==> config.mk <==
export PLATFORM = sky130hd
export DESIGN_NAME = eint_ctrl
export DESIGN_NICKNAME = d
export VERILOG_FILES = /design/src/rtl/eint_pkg.sv /design/src/rtl/eint_sync_detect.sv /design/src/rtl/eint_bank.sv /design/src/rtl/eint_irq_merge.sv /design/src/rtl/eint_ctrl.sv
export SDC_FILE = /design/constraint.sdc
export NUM_CORES = 1
export LEC_CHECK = 0
export ABC_AREA = 1
export BUFFER_PORTS_ARGS = -buffer_cell sky130_fd_sc_hd__buf_2
export CORE_ASPECT_RATIO = 0.75
export CORE_MARGIN = 3
export CORE_UTILIZATION = 40
export CTS_CLUSTER_SIZE = 24
export DETAILED_ROUTE_END_ITERATION = 6
export PLACE_DENSITY = 0.64
export SLEW_MARGIN = 20
export SYNTH_ARGS = -nofsm -noshare
export SYNTH_HDL_FRONTEND = slang
export SYNTH_SLANG_ARGS = --single-unit
==> constraint.sdc <==
create_clock -name clk -period 5.6 [get_ports clk]
set_clock_uncertainty 0.15 [all_clocks]
set_input_delay 1.68 -clock clk [delete_from_list [all_inputs] [get_ports clk]]
set_output_delay 1.68 -clock clk [all_outputs]
set_load 0.02 [all_outputs]
==> src/rtl/eint_pkg.sv <==
package eint_pkg;

  localparam int TRIG_W  = 3;
  localparam int FIELD_W = 4;

  typedef logic [TRIG_W-1:0] trig_t;

  // base trigger modes selected by the two low field bits when bit 2 is clear
  typedef enum logic [1:0] {
    MODE_LVL_LO = 2'd0,
    MODE_LVL_HI = 2'd1,
    MODE_FALL   = 2'd2,
    MODE_RISE   = 2'd3
  } base_mode_e;

  typedef enum logic [1:0] {
    KIND_CFG  = 2'd0,
    KIND_MASK = 2'd1,
    KIND_PEND = 2'd2,
    KIND_NONE = 2'd3
  } reg_kind_e;

  function automatic logic trig_fire(trig_t t, logic cur, logic prev);
    logic fire;
    if (t[2]) begin
      fire = cur ^ prev;
    end else begin
      case (base_mode_e'(t[1:0]))
        MODE_LVL_LO: fire = ~cur;
        MODE_LVL_HI: fire = cur;
        MODE_FALL:   fire = prev & ~cur;
        default:     fire = ~prev & cur;
      endcase
    end
    return fire;
  endfunction

endpackage

==> src/rtl/eint_sync_detect.sv <==
module eint_sync_detect
  import eint_pkg::*;
#(
  parameter int SYNC_STAGES = 2
) (
  input  logic  clk,
  input  logic  rst_n,
  input  logic  pin_async,
  input  trig_t trig,
  output logic  hit
);

  logic [SYNC_STAGES-1:0] chain_q;
  logic                   prev_q;
  logic                   cur;

  assign cur = chain_q[SYNC_STAGES-1];

  always_ff @(posedge clk or negedge rst_n) begin
    if (!rst_n) begin
      chain_q <= '0;
      prev_q  <= 1'b0;
    end else begin
      chain_q <= (chain_q << 1) | SYNC_STAGES'(pin_async);
      prev_q  <= cur;
    end
  end

  assign hit = trig_fire(trig, cur, prev_q);

endmodule

==> src/rtl/eint_bank.sv <==
module eint_bank
  import eint_pkg::*;
#(
  parameter int LINES = 8
) (
  input  logic                    clk,
  input  logic                    rst_n,
  input  logic                    cfg_we,
  input  logic                    mask_we,
  input  logic                    pend_we,
  input  trig_t [LINES-1:0]       cfg_wval,
  input  logic  [LINES-1:0]       bit_wval,
  input  logic  [LINES-1:0]       hit,
  output trig_t [LINES-1:0]       cfg_q,
  output logic  [LINES-1:0]       mask_q,
  output logic  [LINES-1:0]       pend_q,
  output logic  [LINES-1:0]       clr_req
);

  for (genvar i = 0; i < LINES; i++) begin : g_line
    assign clr_req[i] = pend_we & bit_wval[i];

    always_ff @(posedge clk or negedge rst_n) begin
      if (!rst_n) begin
        cfg_q[i]  <= '0;
        mask_q[i] <= 1'b1;
        pend_q[i] <= 1'b0;
      end else begin
        if (cfg_we)  cfg_q[i]  <= cfg_wval[i];
        if (mask_we) mask_q[i] <= bit_wval[i];
        // detection overrides a simultaneous clear
        pend_q[i] <= (pend_q[i] & ~clr_req[i]) | hit[i];
      end
    end
  end

endmodule

==> src/rtl/eint_irq_merge.sv <==
module eint_irq_merge #(
  parameter int NUM_LINES       = 32,
  parameter int DEDICATED_LINES = 16
) (
  input  logic [NUM_LINES-1:0]       pend,
  input  logic [NUM_LINES-1:0]       mask,
  output logic [DEDICATED_LINES-1:0] irq_line,
  output logic                       irq_shared
);

  logic [NUM_LINES-1:0] live;
  assign live     = pend & ~mask;
  assign irq_line = live[DEDICATED_LINES-1:0];

  if (DEDICATED_LINES < NUM_LINES) begin : g_shared
    assign irq_shared = |live[NUM_LINES-1:DEDICATED_LINES];
  end else begin : g_no_shared
    assign irq_shared = 1'b0;
  end

endmodule

==> src/rtl/eint_ctrl.sv <==
module eint_ctrl
  import eint_pkg::*;
#(
  parameter int  NUM_BANKS       = 4,
  parameter int  BANK_LINES      = 8,
  parameter int  DEDICATED_LINES = 16,
  parameter int  SYNC_STAGES     = 2,
  parameter int  DATA_W          = 32,
  localparam int NUM_LINES       = NUM_BANKS * BANK_LINES,
  localparam int BANK_W          = (NUM_BANKS > 1) ? $clog2(NUM_BANKS) : 1,
  localparam int ADDR_W          = BANK_W + 2
) (
  input  logic                       clk,
  input  logic                       rst_n,
  input  logic [NUM_LINES-1:0]       ext_pin,
  input  logic                       bus_en,
  input  logic                       bus_we,
  input  logic [ADDR_W-1:0]          bus_addr,
  input  logic [DATA_W-1:0]          bus_wdata,
  output logic [DATA_W-1:0]          bus_rdata,
  output logic [DEDICATED_LINES-1:0] irq_line,
  output logic                       irq_shared
);

  trig_t [NUM_BANKS-1:0][BANK_LINES-1:0] cfg_all;
  logic  [NUM_BANKS-1:0][BANK_LINES-1:0] mask_all;
  logic  [NUM_BANKS-1:0][BANK_LINES-1:0] pend_all;
  logic  [NUM_BANKS-1:0][BANK_LINES-1:0] clr_all;
  logic  [NUM_LINES-1:0]                 hit_vec;
  logic  [NUM_LINES-1:0]                 pend_vec;
  logic  [NUM_LINES-1:0]                 mask_vec;
  logic  [NUM_LINES-1:0]                 clr_vec;

  assign pend_vec = pend_all;
  assign mask_vec = mask_all;
  assign clr_vec  = clr_all;

  // ---------------- access decode ----------------
  logic [BANK_W-1:0] sel_bank;
  reg_kind_e         sel_kind;
  logic              wr_go;
  logic              rd_go;
  logic              rd_is_cfg;

  assign sel_bank  = bus_addr[BANK_W-1:0];
  assign sel_kind  = reg_kind_e'(bus_addr[ADDR_W-1:BANK_W]);
  assign wr_go     = bus_en & bus_we;
  assign rd_go     = bus_en & ~bus_we;
  assign rd_is_cfg = rd_go & (sel_kind == KIND_CFG);

  // write value slices shared by all banks
  trig_t [BANK_LINES-1:0] cfg_wval;
  logic  [BANK_LINES-1:0] bit_wval;
  logic                   wdata_unused;

  for (genvar i = 0; i < BANK_LINES; i++) begin : g_wslice
    assign cfg_wval[i] = bus_wdata[i*FIELD_W +: TRIG_W];
  end
  assign bit_wval     = bus_wdata[BANK_LINES-1:0];
  assign wdata_unused = ^bus_wdata;

  // ---------------- banks ----------------
  for (genvar b = 0; b < NUM_BANKS; b++) begin : g_bank
    logic here;
    assign here = wr_go & (sel_bank == BANK_W'(b));

    eint_bank #(
      .LINES (BANK_LINES)
    ) bank_i (
      .clk      (clk),
      .rst_n    (rst_n),
      .cfg_we   (here & (sel_kind == KIND_CFG)),
      .mask_we  (here & (sel_kind == KIND_MASK)),
      .pend_we  (here & (sel_kind == KIND_PEND)),
      .cfg_wval (cfg_wval),
      .bit_wval (bit_wval),
      .hit      (hit_vec[b*BANK_LINES +: BANK_LINES]),
      .cfg_q    (cfg_all[b]),
      .mask_q   (mask_all[b]),
      .pend_q   (pend_all[b]),
      .clr_req  (clr_all[b])
    );
  end

  // ---------------- per-line synchroniser and detector ----------------
  for (genvar l = 0; l < NUM_LINES; l++) begin : g_line
    eint_sync_detect #(
      .SYNC_STAGES (SYNC_STAGES)
    ) det_i (
      .clk       (clk),
      .rst_n     (rst_n),
      .pin_async (ext_pin[l]),
      .trig      (cfg_all[l / BANK_LINES][l % BANK_LINES]),
      .hit       (hit_vec[l])
    );
  end

  // ---------------- interrupt outputs ----------------
  eint_irq_merge #(
    .NUM_LINES       (NUM_LINES),
    .DEDICATED_LINES (DEDICATED_LINES)
  ) merge_i (
    .pend       (pend_vec),
    .mask       (mask_vec),
    .irq_line   (irq_line),
    .irq_shared (irq_shared)
  );

  // ---------------- read path ----------------
  always_comb begin
    bus_rdata = '0;
    if (rd_go && (int'(sel_bank) < NUM_BANKS)) begin
      case (sel_kind)
        KIND_CFG: begin
          for (int i = 0; i < BANK_LINES; i++) begin
            bus_rdata[i*FIELD_W +: TRIG_W] = cfg_all[sel_bank][i];
          end
        end
        KIND_MASK: bus_rdata[BANK_LINES-1:0] = mask_all[sel_bank];
        KIND_PEND: bus_rdata[BANK_LINES-1:0] = pend_all[sel_bank];
        default:   bus_rdata = '0;
      endcase
    end
  end

endmodule

==> results.py, run 1 <==
metrics = {
    "status": {
        "status": "completed",
    },
    "synth": {
        "synth_top_area_cell": "dfrtp_1",
        "synth_area_leaders": "dfrtp_1 (45%), nand2_1 (15%), ha_1 (6.8%)",
        "syn_area_um2": 12500,
        "ys_seq_area_frac": 0.516,
        "synth_top_area_frac": 0.449,
        "yosysWarnings": 0,
        "syn_inst": 1510,
        "ys_ff_latch": 256,
        "synth.avg_cell_area_um2": 8.27,
        "synth_cell_types": 29,
    },
    "setup_path": {
        "cp_slowest_cell": "nor2_2",
        "required_ps": 3770,
        "crit_cells": 7,
        "crit_buf_inv": 3,
        "crit-reg2reg-launch": "g_line[1].det_i.chain_q[1]",
        "critPathTopFamily": "buffers and inverters",
        "worstSetupPathType": "input port to output port",
        "startpoint_type": "input port",
        "r2r_slack_ps": 4140,
        "endpoint": "bus_rdata[12]",
        "crit_fanout": 14,
        "reg2reg_depth": 7,
        "slowest_delay_ps": 520,
        "r2r_end": "g_bank[0].bank_i.pend_q[1]",
        "end_kind": "output port",
        "cp_cell_sequence": "buf_2 > nor2_2 > inv_2 > o22ai_1 > nor2_1 > nor2_1 > buf_2",
        "crit_path_start": "bus_addr[0]",
        "critPathArrivalTime_ps": 3380,
    },
    "timing": {
        "setup_violations": 0,
        "relSlewSlack": 0.407,
        "clock.fmax_ghz": 0.192,
        "finalHoldViolations": 0,
        "maxSlewViolCount": 0,
        "tns_ps": 0,
        "rsz0062_at_grt": "no",
        "hold_ws_ps": 196,
        "finalCritPeriodShare": 0.930,
        "min_period_ps": 5210,
        "worstMarginPinSlew_ps": 890,
    },
    "cells_and_area": {
        "area_delta_synth_final_pct": 14.4,
        "fillers": 3034,
        "nNetsFinal": 1750,
        "multi_input_area_um2": 4910,
        "seq_area_um2": 6450,
        "n_antenna_cell": 0,
        "layout-drive-gt1-share": 0.140,
        "finalNonFillerCells": 2029,
    },
    "route": {
        "vias": 10200,
        "drc": 0,
        "vias_per_cell": 5.00,
        "wl_per_cell_um": 16.3,
        "drt-total-wl_mm": 33.0,
        "antenna_left": 0,
        "dr.pass1.iters": 6,
        "initialDrtViolationCount": 777,
    },
    "clocking": {
        "postCtsHoldBufs": 0,
        "numClockSinks": 256,
        "clk-insertion-delay-late_ps": 550,
        "numCtsBuffers": 26,
        "cts_buffer_depth": 3,
        "cts_htree_levels": 1,
        "cts_setup_buffers": 0,
        "clkTransAtPathRegs_ps": 60,
        "cts_tree": "done",
        "post_cts_resized": 0,
        "clockRootBuffer": "clkbuf_16",
    },
    "hold_path": {
        "hold_class": "flip-flop to flip-flop",
    },
    "floorplan": {
        "io-pin-count": 121,
        "initial_utilization": 0.410,
        "core_area_um2": 30400,
        "design.die.area_um2": 33400,
        "core.rowCount": 55,
        "die_x_um": 210,
        "die_h_um": 159,
    },
    "place": {
        "portBuffers": 108,
        "routabilityCongestion": 0.854,
        "dp_hpwl_mm": 22.9,
        "dpl.cell_count": 1981,
    },
    "flow_run": {
        "drv_cap": 0,
    },
    "power": {
        "combPwrFrac": 0.162,
        "ir_worst_vdd_uv": 290,
        "p_sw_uw": 1430,
        "power.internal_uw": 3530,
        "swShare": 0.289,
        "total_leakage_power_uw": 0.00736,
        "p_seq_frac": 0.460,
        "power_density_nw_per_um2": 347,
        "p_clk_frac": 0.378,
    },
    "grt": {
        "grt_pass1_wl_mm": 54.1,
        "antenna_found_initial": 0,
        "grt_overflow": 0,
        "grtUsageTotal": 0.201,
        "grt_start_max_net_pins": 111,
        "grt_pass1_vias": 10000,
    },
}
## placed cells by master (no fill, tap or decap), drive strengths merged
cell / n
a21oi: 42
or2: 12
nor2: 78
o22ai: 27
a41oi: 3
ha: 68
o211ai: 15
nand3: 35
nand2: 496
bufinv: 3
buf: 128
dfrtp: 224
dfstp: 32
clkbuf: 42
clkinv: 3
inv: 206
o21ai: 200
nand4: 5
nor3: 3
a31oi: 2
conb: 6
## flip-flops by register name, indices dropped and copies added, names as in the netlist
register / count
g_bank.bank_i.cfg_q: 96
g_line.det_i.chain_q: 64
g_bank.bank_i.pend_q: 32
g_bank.bank_i.mask_q: 32
g_line.det_i.prev_q: 32
## cell type report
class,count,area share
clock inverters,6,0.00736
well taps,399,0.0350
repair buffers,128,0.0508
clock buffers,42,0.0576
inverters,206,0.0541
flip-flops and latches,256,0.451
multi-input cells,992,0.344
## worst min path at each step
stage	startpoint	endpoint	slack (ps)	cells after the start
final	g_line[24].det_i.chain_q[0]	g_line[24].det_i.chain_q[1]	200	0
after global routing	g_line[4].det_i.chain_q[0]	g_line[4].det_i.chain_q[1]	200	0
after CTS	g_line[6].det_i.chain_q[0]	g_line[6].det_i.chain_q[1]	200	0
after detailed placement	g_line[14].det_i.chain_q[0]	g_line[14].det_i.chain_q[1]	180	0
after global placement	g_line[23].det_i.chain_q[0]	g_line[23].det_i.chain_q[1]	180	0
after floorplan	g_line[0].det_i.chain_q[0]	g_line[0].det_i.chain_q[1]	180	0
## cell usage after synthesis
library cell / number
nand2_1: 493
dfrtp_1: 224
inv_1: 203
o21ai_0: 156
nor2_1: 74
ha_1: 68
a21oi_1: 42
o21ai_1: 40
nand3_1: 35
dfstp_2: 32
o22ai_1: 27
clkbuf_1: 20
buf_2: 18
o211ai_1: 15
or2_2: 12
buf_6: 11
buf_4: 10
nand4_1: 5
o21ai_2: 4
a41oi_1: 3
inv_2: 3
nor3_1: 3
a31oi_1: 2
buf_1: 2
nand2_4: 2
nor2_2: 2
nor2_4: 2
conb_1: 1
nand2_2: 1
## per-stage QoR
stage               area [um2]  setup slack (ps)   util  power, uW
global placement         13400               349  0.439       3080
floorplan                12500              1000      -       2820
detailed placement       13400               369  0.439       3110
global route             14300               294  0.470       5250
CTS                      14300               367  0.469       5000
finish                   14300               392  0.470       4960
## routing by layer
metal  vias up  wire, um  global-route usage  part of all wire
met5         -         0                   0                 0
met4         0      1020              0.0611             0.031
met3        74      2460              0.0360             0.075
met2       352     14200               0.303              0.43
met1      4782     15400               0.297              0.47
li1       4943         -                   -                 -
## cells by family after synthesis
kind of cell,Yosys count,share of synthesized area
other,1,0.000300
flip-flops,256,0.516
AO/OA/AOI/OAI,289,0.124
AND/OR/NAND/NOR,629,0.199
adder cells (fa/ha/maj),68,0.0682
buffers and inverters,267,0.0917
## power by group through the flow
stage               Combinational [uW]  Sequential (uW)  Clock, uW
finish                             802             2280       1870
global route                       941             2310       2000
CTS                                808             2280       1920
detailed placement                 803             2310          0
global placement                   779             2300          0
floorplan                          564             2250          0
No activity file was read; power rests on OpenSTA's default activity.
==> run 2, diff against run 1 <==
clock period = 4.9 ns   (was 5.6 ns; I/O delays follow)
==> results.py, run 2 (same netlist as run 1, synthesis figures left out) <==
metrics = {
    "status": {
        "status": "completed",
    },
    "setup_path": {
        "worstSetupPathType": "input port to output port",
        "critPathArrivalTime_ps": 3080,
        "r2r_slack_ps": 3410,
        "cp_cell_sequence": "buf_2 > nor2_2 > inv_2 > o22ai_1 > nor2_1 > nor2_1 > buf_2",
        "reg2reg_depth": 7,
        "r2r_end": "g_bank[0].bank_i.pend_q[1]",
        "crit_fanout": 14,
        "end_kind": "output port",
        "startpoint_type": "input port",
        "required_ps": 3280,
        "cp_slowest_cell": "nor2_2",
        "slowest_delay_ps": 420,
        "crit-reg2reg-launch": "g_line[1].det_i.chain_q[1]",
    },
    "floorplan": {
        "io-pin-count": 121,
        "core_area_um2": 30400,
        "design.die.area_um2": 33400,
        "die_h_um": 159,
        "die_x_um": 210,
        "core.rowCount": 55,
        "initial_utilization": 0.410,
    },
    "grt": {
        "grt.busiest_layer": "met2",
        "antenna_found_initial": 0,
        "met1_usage": 0.296,
        "grt_start_max_net_pins": 103,
        "grt_pass1_vias": 9876,
        "grtUsageTotal": 0.199,
        "grt_overflow": 0,
        "met2_usage": 0.298,
        "grt_pass1_wl_mm": 53.3,
        "gr-usage-met3": 0.0404,
    },
    "power": {
        "ir_worst_vdd_uv": 273,
        "power_density_nw_per_um2": 390,
        "p_sw_uw": 1640,
        "p_clk_frac": 0.368,
        "swShare": 0.294,
        "combPwrFrac": 0.166,
        "power_uw": 5590,
        "power.internal_uw": 3940,
        "p_seq_frac": 0.467,
        "total_leakage_power_uw": 0.00738,
    },
    "hold_path": {
        "hold_depth": 0,
        "hold_class": "flip-flop to flip-flop",
        "holdCritStartpoint": "g_line[13].det_i.chain_q[0]",
        "min_to": "g_line[13].det_i.chain_q[1]",
    },
    "timing": {
        "min_period_ps": 4700,
        "worstMarginPinSlew_ps": 812,
        "setup_violations": 0,
        "maxSlewViolCount": 0,
        "finalCritPeriodShare": 0.958,
        "rsz0062_at_grt": "no",
        "hold_ws_ps": 195,
        "finalHoldViolations": 0,
        "relSlewSlack": 0.458,
        "tns_ps": 0,
        "clock.fmax_ghz": 0.213,
    },
    "cells_and_area": {
        "multi_input_area_um2": 4910,
        "n_antenna_cell": 0,
        "layout_common_cells": "nand2_1 (493), dfrtp_1 (224), inv_1 (203), o21ai_0 (156), buf_2 (107)",
        "finalNonFillerCells": 2039,
        "layout_commonest_cell": "nand2_1",
        "seq_area_um2": 6450,
        "nNetsFinal": 1759,
        "fillers": 2978,
        "layout-drive-gt1-share": 0.143,
        "area_delta_synth_final_pct": 14.8,
        "reg_top3": "g_bank.bank_i.cfg_q x96, g_line.det_i.chain_q x64",
        "largest_reg_flops": 96,
        "largest_register": "g_bank.bank_i.cfg_q",
        "post-route-util": 0.471,
    },
    "flow_run": {
        "drv_cap": 0,
    },
    "clocking": {
        "clockRootBuffer": "clkbuf_16",
        "post_cts_resized": 0,
        "clk-insertion-delay-late_ps": 550,
        "clkTransAtPathRegs_ps": 60,
        "cts_htree_levels": 1,
        "cts_setup_buffers": 0,
        "numCtsBuffers": 27,
        "cts_tree": "done",
        "numClockSinks": 256,
        "cts_buffer_depth": 3,
        "postCtsHoldBufs": 0,
    },
    "place": {
        "routabilityCongestion": 0.894,
        "portBuffers": 108,
        "dpl.cell_count": 1989,
        "dp_hpwl_mm": 23.1,
    },
    "route": {
        "antenna_left": 0,
        "dr.pass1.iters": 5,
        "drc": 0,
        "drt-total-wl_mm": 33.2,
        "wl_per_cell_um": 16.3,
        "initialDrtViolationCount": 917,
        "vias_per_cell": 4.97,
        "vias": 10100,
    },
}
run 2: final cells by class:
class	count	area share
flip-flops and latches	256	0.450
multi-input cells	992	0.343
clock buffers	45	0.0582
repair buffers	136	0.0566
inverters	206	0.0540
well taps	399	0.0348
clock inverters	5	0.00410
run 2: per-layer routing:
layer / vias up / part of all wire
li1: 4974 / -
met1: 4791 / 0.48
met2: 317 / 0.43
met3: 62 / 0.067
met4: 0 / 0.028
met5: - / 0
run 2: worst max path at each step:
stage | from | end
after floorplan | bus_addr[2] | bus_rdata[12]
after global placement | bus_addr[0] | bus_rdata[12]
after detailed placement | bus_addr[1] | bus_rdata[7]
after CTS | bus_addr[1] | bus_rdata[7]
after global routing | bus_addr[0] | bus_rdata[12]
final | bus_addr[0] | bus_rdata[12]
run 2: critical path: cells and delay by family:
family	cells	cell delay (ps)
compound gates	1	260
buf+inv	3	730
simple gates	3	600
run 2: per-stage QoR:
| stage | area (um2) | worst slack (ps) |
|---|---|---|
| after floorplan | 12500 | 723 |
| after global placement | 13400 | 249 |
| after detailed placement | 13400 | 248 |
| after CTS | 14300 | 236 |
| after global routing | 14300 | 41.9 |
| final | 14300 | 204 |
run 2: power by group through the flow:
stage	logic [uW]	clock network [uW]	registers, uW
finish	925	2050	2610
global route	1070	2200	2640
CTS	931	2110	2600
detailed placement	924	0	2640
global placement	899	0	2630
floorplan	644	0	2570
